File: src/rtl/wrc_pkg.sv
package wrc_pkg;
    typedef enum logic [0:0] {
        ST_COLD = 1'b0,
        ST_WARM = 1'b1
    } boot_state_t;

    typedef enum logic [1:0] {
        SRC_NONE  = 2'b00,
        SRC_EXT   = 2'b01,
        SRC_PORT  = 2'b10,
        SRC_STACK = 2'b11
    } rst_src_t;
endpackage

File: src/rtl/wrc_port_decode.sv
module wrc_port_decode #(
    parameter int          AW          = 8,
    parameter logic [AW-1:0] RST_PORT    = 8'hF0,
    parameter logic [AW-1:0] REASON_PORT = 8'hF1,
    parameter logic [AW-1:0] STATUS_PORT = 8'hF2
) (
    input  logic [AW-1:0] port_id,
    input  logic          write_strobe,
    input  logic          read_strobe,
    output logic          rst_wr,
    output logic          reason_wr,
    output logic          status_wr,
    output logic          reason_rd,
    output logic          status_rd
);
    localparam int NPORT = 3;
    localparam logic [NPORT-1:0][AW-1:0] PORTS = {STATUS_PORT, REASON_PORT, RST_PORT};

    logic [NPORT-1:0] match;

    for (genvar g = 0; g < NPORT; g++) begin : g_match
        assign match[g] = (port_id == PORTS[g]);
    end

    always_comb begin
        rst_wr    = write_strobe && match[0];
        reason_wr = write_strobe && match[1];
        status_wr = write_strobe && match[2];
        reason_rd = read_strobe  && match[1];
        status_rd = read_strobe  && match[2];
    end
endmodule

File: src/rtl/wrc_src_arbiter.sv
module wrc_src_arbiter
    import wrc_pkg::*;
(
    input  logic     clk,
    input  logic     ext_rst,
    input  logic     stack_fault,
    input  logic     port_req,
    output rst_src_t src,
    output logic     core_rst
);
    logic core_rst_q = 1'b0;

    always_comb begin
        if (ext_rst)          src = SRC_EXT;
        else if (stack_fault) src = SRC_STACK;
        else if (port_req)    src = SRC_PORT;
        else                  src = SRC_NONE;
    end

    always_ff @(posedge clk) begin
        core_rst_q <= (src != SRC_NONE);
    end

    assign core_rst = core_rst_q;

    p_pulse_has_cause_r1: assert property (@(posedge clk) disable iff (ext_rst)
        core_rst |-> ($past(port_req) || $past(stack_fault) || $past(ext_rst)));
    p_port_pulse_r1: assert property (@(posedge clk) disable iff (ext_rst)
        port_req |=> core_rst);
    p_fault_pulse_r2: assert property (@(posedge clk) disable iff (ext_rst)
        stack_fault |=> core_rst);
    p_quiet_no_pulse_r12: assert property (@(posedge clk) disable iff (ext_rst)
        (!port_req && !stack_fault) |=> !core_rst);
endmodule

File: src/rtl/wrc_boot_fsm.sv
module wrc_boot_fsm
    import wrc_pkg::*;
#(
    parameter int DW = 8
) (
    input  logic          clk,
    input  logic          ext_rst,
    input  rst_src_t      src,
    input  logic          status_wr,
    input  logic          reason_wr,
    input  logic          rst_wr,
    input  logic [DW-1:0] din,
    output logic          warm,
    output rst_src_t      last_src,
    output logic [DW-1:0] reason
);
    boot_state_t   state_q = ST_COLD;
    boot_state_t   state_d;
    rst_src_t      src_q   = SRC_NONE;
    logic [DW-1:0] reason_q = '0;
    logic          clear_req;
    logic          any_src;
    logic          reason_load;

    assign any_src     = (src != SRC_NONE);
    assign clear_req   = status_wr && din[0];
    assign reason_load = reason_wr || (rst_wr && (din != '0));

    always_ff @(posedge clk) begin
        state_q <= state_d;
    end

    always_comb begin
        state_d = state_q;
        unique case (state_q)
            ST_COLD: if (any_src) state_d = ST_WARM;
            ST_WARM: if (clear_req && !any_src) state_d = ST_COLD;
            default: state_d = ST_COLD;
        endcase
    end

    always_ff @(posedge clk) begin
        if (any_src)        src_q <= src;
        else if (clear_req) src_q <= SRC_NONE;
        if (reason_load)    reason_q <= din;
    end

    assign warm     = (state_q == ST_WARM);
    assign last_src = src_q;
    assign reason   = reason_q;

    p_warm_sticky_r5: assert property (@(posedge clk) disable iff (ext_rst)
        (warm && !clear_req) |=> warm);
    p_reset_sets_warm_r7: assert property (@(posedge clk)
        any_src |=> warm);
    p_reset_beats_clear_r8: assert property (@(posedge clk)
        (any_src && clear_req) |=> (warm && last_src != SRC_NONE));
    p_reason_holds_r5: assert property (@(posedge clk) disable iff (ext_rst)
        (!reason_wr && !rst_wr) |=> $stable(reason));
endmodule

File: src/rtl/warm_reset_ctrl.sv
module warm_reset_ctrl
    import wrc_pkg::*;
#(
    parameter int            AW          = 8,
    parameter int            DW          = 8,
    parameter logic [AW-1:0] RST_PORT    = 8'hF0,
    parameter logic [AW-1:0] REASON_PORT = 8'hF1,
    parameter logic [AW-1:0] STATUS_PORT = 8'hF2
) (
    input  logic          clk,
    input  logic          ext_rst,
    input  logic          stack_fault,
    input  logic [AW-1:0] port_id,
    input  logic          write_strobe,
    input  logic [DW-1:0] out_port,
    input  logic          read_strobe,
    output logic [DW-1:0] in_port,
    output logic          core_rst
);
    localparam int STAT_USED = 3;

    logic          rst_wr, reason_wr, status_wr, reason_rd, status_rd;
    rst_src_t      src, last_src;
    logic          warm;
    logic [DW-1:0] reason;
    logic [DW-1:0] status;

    wrc_port_decode #(
        .AW(AW), .RST_PORT(RST_PORT), .REASON_PORT(REASON_PORT), .STATUS_PORT(STATUS_PORT)
    ) u_decode (
        .port_id(port_id), .write_strobe(write_strobe), .read_strobe(read_strobe),
        .rst_wr(rst_wr), .reason_wr(reason_wr), .status_wr(status_wr),
        .reason_rd(reason_rd), .status_rd(status_rd)
    );

    wrc_src_arbiter u_arb (
        .clk(clk), .ext_rst(ext_rst), .stack_fault(stack_fault),
        .port_req(rst_wr), .src(src), .core_rst(core_rst)
    );

    wrc_boot_fsm #(.DW(DW)) u_fsm (
        .clk(clk), .ext_rst(ext_rst), .src(src), .status_wr(status_wr),
        .reason_wr(reason_wr), .rst_wr(rst_wr), .din(out_port),
        .warm(warm), .last_src(last_src), .reason(reason)
    );

    assign status = {{(DW-STAT_USED){1'b0}}, last_src, warm};

    always_comb begin
        if (reason_rd)      in_port = reason;
        else if (status_rd) in_port = status;
        else                in_port = '0;
    end

    p_idle_bus_r11: assert property (@(posedge clk)
        !read_strobe |-> (in_port == '0));
endmodule

File: config.mk
export PLATFORM = sky130hd
export DESIGN_NAME = warm_reset_ctrl
export DESIGN_NICKNAME = d
export VERILOG_FILES = /design/src/rtl/wrc_pkg.sv /design/src/rtl/wrc_port_decode.sv /design/src/rtl/wrc_src_arbiter.sv /design/src/rtl/wrc_boot_fsm.sv /design/src/rtl/warm_reset_ctrl.sv
export SDC_FILE = /design/constraint.sdc
export NUM_CORES = 1
export LEC_CHECK = 0
export ABC_CLOCK_PERIOD_IN_PS = 4380
export BUFFER_PORTS_ARGS = -buffer_cell sky130_fd_sc_hd__clkbuf_2
export CAP_MARGIN = 25
export CORE_AREA = 2 2 39 41
export DETAILED_ROUTE_END_ITERATION = 8
export DIE_AREA = 0 0 41 43
export PLACE_DENSITY = 0.76
export SYNTH_ARGS = -nofsm -noshare
export SYNTH_HDL_FRONTEND = slang
export SYNTH_HIERARCHICAL = 1
export SYNTH_SLANG_ARGS = --single-unit
File: constraint.sdc
create_clock -name clk -period 4.38 [get_ports clk]
set_input_delay 1.095 -clock clk [delete_from_list [all_inputs] [get_ports clk]]
set_output_delay 1.095 -clock clk [all_outputs]
set_load 0.005 [all_outputs]
Yosys cells after proc, flatten, opt, wreduce, memory -nomap -nowiden
Cells that the tools add are included.
W data, S select, Z words.

storage, ports and cells
  input bits = 21
  flip-flop bits (word level) = 12
  logic and storage cells = 31
  output and inout bits = 9

operators by class
  bitwise operators = 1
  muxes and demuxes = 10
  eq/ne operators = 3
  reduce and logical (&&, ||, !) cells = 13

operators with widths
  kind                  count
  $eq A8 B8 Y1 const B  3
  $mux W2               5
  $logic_and A1 B1 Y1   8
  $mux W8               1
  $reduce_bool A8 Y1    1
  $reduce_bool A2 Y1    2
  $mux W3               1
  $mux W1               2
  $pmux W1 S2           1
  $logic_not A1 Y1      1
  $logic_or A1 B1 Y1    1
  $not A1 Y1            1

Depth between registers and ports, before layout
Gate-level depths: netlist of run 1.

  word-level depth = 10
  mapped depth = 5
  mapped depth without buffers = 5

Cells and area by module
Netlist of run 1, hierarchy kept.

by module, submodules not included
  module           instances  area each (sq um)  cells each  seq. area each (sq um)
  wrc_boot_fsm     1          370.4              22          320.3
  warm_reset_ctrl  1          76.3               11          0.0
  wrc_port_decode  1          63.8               12          0.0
  wrc_src_arbiter  1          42.5               4           20.0

Worst setup path after synthesis of run 1
OpenSTA, ideal clock, no wires.

  path type = input port to output port
  from = input port port_id[1]
  to = output port in_port[0]
  data required time = 3.285 ns
  data arrival time = 2.315 ns
  cell stages on the path = 4
  path buffers = 0
  setup slack = 0.970 ns
  cell sequence = or3_1 nor3_1 nor2b_2 a22o_1

between the ends
  elaborated cells on any way between the ends = 6
  classes of those cells = eq/ne: 2; mux: 2; reduce/logical: 2

RTL lines
  element              RTL line               source
  start, declared      warm_reset_ctrl.sv:13  input logic [AW-1:0] port_id,
  $eq A8 B8 Y1         wrc_port_decode.sv:22  assign match[g] = (port_id == PORTS[g]);
  $logic_and A1 B1 Y1  wrc_port_decode.sv:29  reason_rd = read_strobe && match[1];
  named net reason_rd  warm_reset_ctrl.sv:22  logic rst_wr, reason_wr, status_wr, reason_rd, status_rd;
  $mux W8              warm_reset_ctrl.sv:50  if (reason_rd) in_port = reason;
  end, declared        warm_reset_ctrl.sv:17  output logic [DW-1:0] in_port,

The timed path passes the listed nets, and every way through them passes these cells.

Worst setup path in the final report of run 1
  from = input port port_id[0]
  to = output port in_port[0]

between the ends
  word-level cells in the longest chain between the ends = 4
  elaborated cells on any way between the ends = 6
  classes of those cells = eq/ne: 2; mux: 2; reduce/logical: 2

ends and longest elaborated chain
  element              RTL line               source
  $eq A8 B8 Y1         wrc_port_decode.sv:22
  $logic_and A1 B1 Y1  wrc_port_decode.sv:30  status_rd = read_strobe && match[2];
  named net status_rd  warm_reset_ctrl.sv:22
  $mux W3              warm_reset_ctrl.sv:51  else if (status_rd) in_port = status;
  $mux W8              warm_reset_ctrl.sv:50

The timed path passes the listed nets, and every way through them passes these cells.

==> flow_metrics.tcl, run 1 <==
set metrics [dict create \
    status "finished clean" \
    synth_seq_cells 12 \
    grt_setup_unrepaired "no" \
    cp-start-kind "input pin" \
    drv_cap 0 \
    p_per_area_nw_per_um2 280 \
    synth_area_per_cell_um2 11.3 \
    finClkSkew_ps 0 \
    grt_usage 0.153 \
    fin_util 0.538 \
    hp-class "reg -> reg" \
    max_freq_mhz 288 \
    setup_tns_ps 0 \
    root_buffer "clkbuf_4" \
    worst_setup_path_end_kind "output port" \
    timing.final.hold_violations 0 \
    critPathKind "in -> out" \
    dpl_cell_area_um2 718 \
    setup_violations 0 \
    io_buffers 29 \
    core_area_um2 1380 \
    row_count 14 \
    fin_crit_sh 0.792 \
    cts_max_path_buffers 2 \
    postRouteAntennaNets 0 \
    ir_drop_v 0.000149 \
    die_x_um 41 \
    finalNonFillerCells 97 \
    drv_slew 0 \
    routabilityCongestion 0.664 \
    holdWs_ps 483 \
    dr.pass1.iters 3 \
    dieArea_um2 1760 \
    final_common_cell "clkbuf_2" \
    pwr-share-comb 0.080 \
    cts-htree-levels 1 \
    via_per_inst 5.00 \
    grt_pass1_vias 456 \
    cts_made_buffers 3 \
    start_util 0.400 \
    insertion_delay_ps 260 \
    drc 0 \
    diodes 0 \
    switching_share 0.195 \
    synthToLayoutAreaGrowth_pct 34.6 \
    drtIter0Drc 14 \
    cts.reportedPaths.clkPinSlew_ps 70 \
    p_seq_frac 0.608 \
    synth_top_area_share 0.543 \
    dpl.cell_count 93 \
    ys_seq_area_frac 0.615 \
    vias 485 \
    wl_per_cell_um 11.6 \
    required_ps 3280 \
    finalCriticalPeriod_ps 3470 \
    syn_nets 70 \
    cts_tree "done" \
    grt_pass1_wl_um 1760 \
    synthTopCellsByArea "edfxtp_1 (54%), dfxtp_1 (7.2%), and2_2 (6.8%)" \
    yosysWarnings 6 \
    drive_above_1_share 0.481 \
    antenna_found_initial 0 \
    grt_start_max_net_pins 11 \
    post_cts_buffers 0 \
    cts.sinks 12 \
    drt_wl_total_um 1120 \
    clkPwrFrac 0.312 \
    hpwlAfterDp_um 994 \
    final_cell_mix "clkbuf_2 (29), edfxtp_1 (10), nand2_1 (9)" \
    grt.overflow.total 0 \
    io_pins 30 \
    hold_buffers 0 \
    syn_area_um2 553 \
    dieHeight_um 43 \
    switchingPower_w 0.0000408 \
    yosysTopAreaCell "edfxtp_1" \
    nets 103 \
    p_leak_nw 0.344 \
    crit_fanout 4 \
    syn_inst 49 \
    stdcell_area_um2 744 \
    p_int_w 0.000168 \
    maxSlewHeadroom 0.667 \
    cp.arrival_ps 2380 \
    synth_cell_types 18 \
    cts.repair.resized 0 \
    tightest_slew_ps 495 \
]
-- cells in the mapped netlist --
master and count:
a21o_1 1, a22o_1 2, and2_2 5, clkbuf_1 2, dfxtp_1 2, edfxtp_1 10
inv_1 2, nand2_1 9, nand4_1 1, nor2_1 1, nor2b_2 1, nor3_1 4
nor4_1 3, o21ai_0 1, o21ba_1 1, or2_1 1, or3_1 2, or4b_1 1
-- registers in the layout (all words and copies together), names as in the netlist --
| name | count |
|---|---|
| u_arb/core_rst | 1 |
| u_fsm/reason | 8 |
| u_fsm/warm | 1 |
| u_fsm/last_src | 2 |
-- area by class of cell --
class | instances | area (um^2)
Clock buffer | 3 | 22.5
Tap cell | 16 | 20.0
Timing Repair Buffer | 30 | 153
Sequential cell | 12 | 340
Fill cell | 134 | 639
Clock inverter | 1 | 3.75
Inverter | 2 | 7.51
Multi-Input combinational cell | 33 | 198
-- per-layer routing --
layer / GRT usage / part of all wire / vias up
li1: - / - / 243
met1: 0.137 / 0.36 / 225
met5: 0 / 0 / -
met2: 0.250 / 0.56 / 13
met3: 0.0419 / 0.046 / 4
met4: 0.147 / 0.035 / 0
-- power groups by stage --
stage	Sequential (W)	Clock (W)	Combinational [W]
2_1_floorplan	0.000129	0	0.00000507
3_3_place_gp	0.000129	0	0.0000159
3_5_place_dp	0.000130	0	0.0000168
4_1_cts	0.000127	0.0000687	0.0000169
5_1_grt	0.000127	0.0000731	0.0000186
6_report	0.000127	0.0000651	0.0000167
-- metrics by stage --
| stage | total power, W | setup WS, ps |
|---|---|---|
| after detailed placement | 0.000146 | 899 |
| after global placement | 0.000145 | 953 |
| after floorplan | 0.000134 | 970 |
| final | 0.000209 | 909 |
| after CTS | 0.000213 | 889 |
| after global routing | 0.000219 | 761 |
-- path summary, 6_finish.rpt --
kind	start	to	slack, ps	cells past startpoint
max	port_id[0]	in_port[0]	910	6
min	u_fsm/warm	u_fsm/warm	480	2
max reg2reg	u_fsm/warm	u_fsm/warm	3830	2
min reg2reg	u_fsm/warm	u_fsm/warm	480	2
-- cells by family after synthesis --
group | count (synthesis) | synth area share
compound gates | 5 | 0.0724
buf+inv | 4 | 0.0272
flops | 12 | 0.615
simple gates | 28 | 0.285
-- worst max-delay path, cell delays in order --
cell      delay (ps)
clkbuf_2         100
or4b_1           540
nor3_1           210
nor2b_2          200
a22o_1           130
clkbuf_2         100
Note: power is estimated with default switching activity, not from simulation.
==> run 2, diff against run 1 <==
--- a/config.mk
+++ b/config.mk
@@ -5,13 +5,12 @@
 export SDC_FILE = /design/constraint.sdc
 export NUM_CORES = 1
 export LEC_CHECK = 0
-export ABC_CLOCK_PERIOD_IN_PS = 4380
+export ABC_CLOCK_PERIOD_IN_PS = 2850
 export BUFFER_PORTS_ARGS = -buffer_cell sky130_fd_sc_hd__clkbuf_2
 export CAP_MARGIN = 25
-export CORE_AREA = 2 2 39 41
+export CORE_UTILIZATION = 37
 export DETAILED_ROUTE_END_ITERATION = 8
-export DIE_AREA = 0 0 41 43
-export PLACE_DENSITY = 0.76
+export PLACE_DENSITY = 0.72
 export SYNTH_ARGS = -nofsm -noshare
 export SYNTH_HDL_FRONTEND = slang
 export SYNTH_HIERARCHICAL = 1
==> constraint.sdc (replaced) <==
create_clock -name clk -period 2.85 [get_ports clk]
set_input_delay 0.7125 -clock clk [delete_from_list [all_inputs] [get_ports clk]]
set_output_delay 0.7125 -clock clk [all_outputs]
set_load 0.005 [all_outputs]
==> run 2 against run 1 <==
Effect of this change:
- non-clock buffer count stayed put
- sequential power grew 54%
- clock skew did not move
- register-to-register slack got worse by 1500 ps
- final cell count fell by 1.0%
- utilization rose by 1.3 points
- combinational power rose by 53%
- worst setup slack got worse by 760 ps
- critical path type unchanged
==> flow_metrics.tcl, run 2 (synthesis gave the netlist of run 1 again) <==
set metrics [dict create \
    status "finished clean" \
    crit_fanout 4 \
    register_area_um2 340 \
    finClkSkew_ps 0 \
    start_util 0.410 \
    vias 460 \
    worstHoldEndpoint "u_fsm/warm" \
    drv_cap 0 \
    switching_share 0.196 \
    hpwlAfterDp_um 909 \
    drt_wl_total_um 1060 \
    rr_worst_depth 2 \
    drive_above_1_share 0.481 \
    hp-class "reg -> reg" \
    finalCriticalPeriod_ps 2700 \
    p_per_area_nw_per_um2 439 \
    cts.sinks 12 \
    insertion_delay_ps 260 \
    dpl.cell_count 92 \
    grt_pass1_vias 391 \
    via_per_inst 4.79 \
    fin_util 0.551 \
    drv_slew 0 \
    drtIter0Drc 11 \
    timing.final.hold_violations 0 \
    cts.reportedPaths.clkPinSlew_ps 60 \
    multi_input_area_um2 198 \
    tightest_slew_ps 504 \
    rrSetupSlack_ps 2320 \
    drc 0 \
    dieArea_um2 1650 \
    critPathKind "in -> out" \
    final_common_cell "clkbuf_2" \
    grt_pass1_wl_um 1540 \
    grt_start_max_net_pins 11 \
    final_cell_mix "clkbuf_2 (29), edfxtp_1 (10), nand2_1 (9)" \
    maxSlewHeadroom 0.661 \
    p_leak_nw 0.344 \
    fillers 124 \
    antenna_found_initial 0 \
    diodes 0 \
    finalNonFillerCells 96 \
    hold_buffers 0 \
    rr_endpoint "u_fsm/warm" \
    grt_setup_unrepaired "no" \
    largest_register_ffs 8 \
    setup_tns_ps 0 \
    cts-htree-levels 1 \
    cp.arrival_ps 1990 \
    root_buffer "clkbuf_4" \
    wl_per_cell_um 11.1 \
    worst_setup_path_end_kind "output port" \
    io_buffers 29 \
    cts_max_path_buffers 2 \
    hold_path_depth 2 \
    required_ps 2140 \
    synthToLayoutAreaGrowth_pct 34.4 \
    cts_tree "done" \
    grt_usage 0.157 \
    ir_drop_v 0.000339 \
    row_count 13 \
    nets 103 \
    cts.repair.resized 0 \
    core_area_um2 1350 \
    io_pins 30 \
    post_cts_buffers 0 \
    switchingPower_w 0.0000639 \
    dieHeight_um 40.7 \
    pwr-share-comb 0.079 \
    reg2reg_from "u_fsm/warm" \
    p_seq_frac 0.600 \
    fin_crit_sh 0.947 \
    cts_made_buffers 3 \
    clkPwrFrac 0.322 \
    grt.overflow.total 0 \
    worstHoldStart "u_fsm/warm" \
    postRouteAntennaNets 0 \
    max_freq_mhz 371 \
    p_int_w 0.000262 \
    routabilityCongestion 0.689 \
    dr.pass1.iters 2 \
    setup_violations 0 \
    cp-start-kind "input pin" \
    die_x_um 40.7 \
]
-- run 2: cell type report --
cell class                      count  area share
Sequential cell                    12       0.458
Multi-Input combinational cell     33       0.266
Timing Repair Buffer               30       0.205
Clock buffer                        4      0.0354
Tap cell                           15      0.0253
Inverter                            2      0.0101
-- run 2: worst max-delay path by stage --
stage	startpoint	to	slack, ps	depth (start not counted)
finish	port_id[0]	in_port[0]	150	6
CTS	port_id[0]	in_port[0]	130	6
global route	port_id[0]	in_port[0]	4	6
detailed placement	port_id[0]	in_port[0]	140	6
floorplan	port_id[1]	in_port[0]	200	4
global placement	port_id[0]	in_port[1]	190	6
-- run 2: routing by layer --
metal,GRT usage,wire length (um)
met1,0.158,447
met2,0.266,594
met3,0.0652,20
met4,0.100,0
met5,0,0
-- run 2: worst max-delay path, stage by stage --
cell and delay (ps):
clkbuf_2 100, or4b_1 540, nor3_1 200, nor2b_2 200, a22o_1 130, clkbuf_2 100
-- run 2: stage by stage --
stage                     setup WS, ps  hold WS [ps]  cell area [um^2]  power, W
after floorplan                    205           422               553  0.000206
after global placement             185           455               717  0.000224
after detailed placement           144           464               717  0.000225
after CTS                          134           475               743  0.000333
after global routing              3.87           481               743  0.000341
final                              152           469               743  0.000326
-- run 2: power by group through the flow --
stage / clock network [W] / registers [W] / logic [W]
2_1_floorplan: 0 / 0.000199 / 0.00000779
3_3_place_gp: 0 / 0.000199 / 0.0000246
3_5_place_dp: 0 / 0.000199 / 0.0000258
4_1_cts: 0.000112 / 0.000195 / 0.0000259
5_1_grt: 0.000118 / 0.000195 / 0.0000284
6_report: 0.000105 / 0.000196 / 0.0000256
==> run 3, diff against run 2 <==
==> constraint.sdc (replaced) <==
create_clock -name clk -period 2.85 [get_ports clk]
set_input_delay 0.4275 -clock clk [delete_from_list [all_inputs] [get_ports clk]]
set_output_delay 0.4275 -clock clk [all_outputs]
set_load 0.005 [all_outputs]
==> run 3 against run 2 <==
Effect of this change:
- count of clock-buffer cells in the layout is the same
- global-route usage grew 0.23 points
- sequential share of layout area is the same
- via count grew 0.87%
- sequential cell count is the same
- non-clock buffer count is the same
- clock power is essentially flat
- register-to-register slack is essentially flat
- utilization is the same
- power grew 0.92%
- routed wire length grew 7.8%
- combinational power is essentially flat
- critical path type unchanged
==> flow_metrics.tcl, run 3 (synthesis gave the netlist of run 1 again) <==
set metrics [dict create \
    cp.depth 6 \
    drtIter0Drc 1 \
    die_x_um 40.7 \
    fin_crit_sh 0.748 \
    crit_fanout 4 \
    dpl.cell_count 92 \
    ir_drop_v 0.000252 \
    setup_violations 0 \
    cts.reportedPaths.clkPinSlew_ps 80 \
    required_ps 2420 \
    dieArea_um2 1650 \
    crit_family "simple AND/OR/NAND/NOR gates" \
    drc 0 \
    largest_register_ffs 8 \
    antenna_found_initial 0 \
    p_leak_nw 0.344 \
    dr.pass1.iters 2 \
    grt_start_max_net_pins 11 \
    core_area_um2 1350 \
    io_pins 30 \
    rr_worst_depth 2 \
    synthToLayoutAreaGrowth_pct 34.4 \
    tightest_slew_ps 495 \
    hp-class "in -> reg" \
    cp.arrival_ps 1700 \
    hpwlAfterDp_um 930 \
    max_freq_mhz 469 \
    grt_pass1_vias 398 \
    critPathSlowestCell "or4b_1" \
    finalNonFillerCells 96 \
    cts_made_buffers 3 \
    via_per_inst 4.83 \
    dieHeight_um 40.7 \
    drt_wl_total_um 1150 \
    drv_slew 0 \
    path_cells "clkbuf_2 > or4b_1 > nor3_1 > nor2b_2 > a22o_1 > clkbuf_2" \
    drv_cap 0 \
    timing.final.hold_violations 0 \
    vias 464 \
    final_cell_mix "clkbuf_2 (29), edfxtp_1 (10), nand2_1 (9)" \
    diodes 0 \
    grt_setup_unrepaired "no" \
    cts-htree-levels 1 \
    finClkSkew_ps 0 \
    postRouteAntennaNets 0 \
    endpoint "in_port[1]" \
    status "finished clean" \
    start_util 0.410 \
    cts_tree "done" \
    crit_top_cell "clkbuf_2" \
    setup_tns_ps 0 \
    p_per_area_nw_per_um2 443 \
    rrSetupSlack_ps 2310 \
    cp-start-kind "input pin" \
    cp-startpoint "port_id[0]" \
    drive_above_1_share 0.481 \
    post_cts_buffers 0 \
    critical_path.max_stage_delay_ps 540 \
    maxSlewHeadroom 0.667 \
    hold_buffers 0 \
    final_common_cell "clkbuf_2" \
    grt_usage 0.160 \
    cts.sinks 12 \
    wl_per_cell_um 11.9 \
    finalCriticalPeriod_ps 2130 \
    cp_num_buf_inv 2 \
    rr_endpoint "u_fsm/warm" \
    insertion_delay_ps 260 \
    worst_setup_path_end_kind "output port" \
    grt_pass1_wl_um 1620 \
    nets 103 \
    cts_max_path_buffers 2 \
    reg2reg_from "u_fsm/warm" \
    cts.repair.resized 0 \
    io_buffers 29 \
    routabilityCongestion 0.689 \
    critPathKind "in -> out" \
    row_count 13 \
    root_buffer "clkbuf_4" \
    grt.overflow.total 0 \
]
run 3: cell counts in the layout (fill, tap and decap cells not counted):
Identical to the previous run, type by type.
run 3: cell type report:
class,count,area [um^2]
fill,122,607
clock buffer,4,26.3
tap,15,18.8
timing repair buffer,30,153
sequential,12,340
inverter,2,7.51
multi-input combinational,33,198
run 3: power by group:
group	leakage, nW	internal (W)	switching [W]
sequential	0.109	0.000194	0.00000157
combinational	0.220	0.0000139	0.0000120
clock	0.0150	0.0000541	0.0000535
run 3: metrics by stage:
stage,utilization,hold slack [ps],area (um^2),total power [W],setup slack (ps)
6_report,0.551,347,743,0.000329,718
5_1_grt,0.551,340,743,0.000342,621
4_1_cts,0.551,340,743,0.000333,715
3_5_place_dp,0.531,462,717,0.000225,711
3_3_place_gp,0.531,455,717,0.000224,755
2_1_floorplan,-,422,553,0.000206,775
run 3: how the worst min path moves through the flow:
stage,end,cells after the start,startpoint,slack (ps)
after floorplan,u_fsm/warm,2,u_fsm/warm,420
after global placement,u_fsm/warm,2,u_fsm/warm,450
after detailed placement,u_fsm/warm,2,u_fsm/warm,460
after CTS,u_fsm/reason[6],1,out_port[6],340
after global routing,u_fsm/reason[5],1,out_port[5],340
final,u_fsm/reason[6],1,out_port[6],350
run 3: per-layer routing:
layer	global-route usage	part of all wire
met4	0.100	0
met2	0.266	0.54
met3	0.0326	0.022
met1	0.186	0.44
met5	0	0
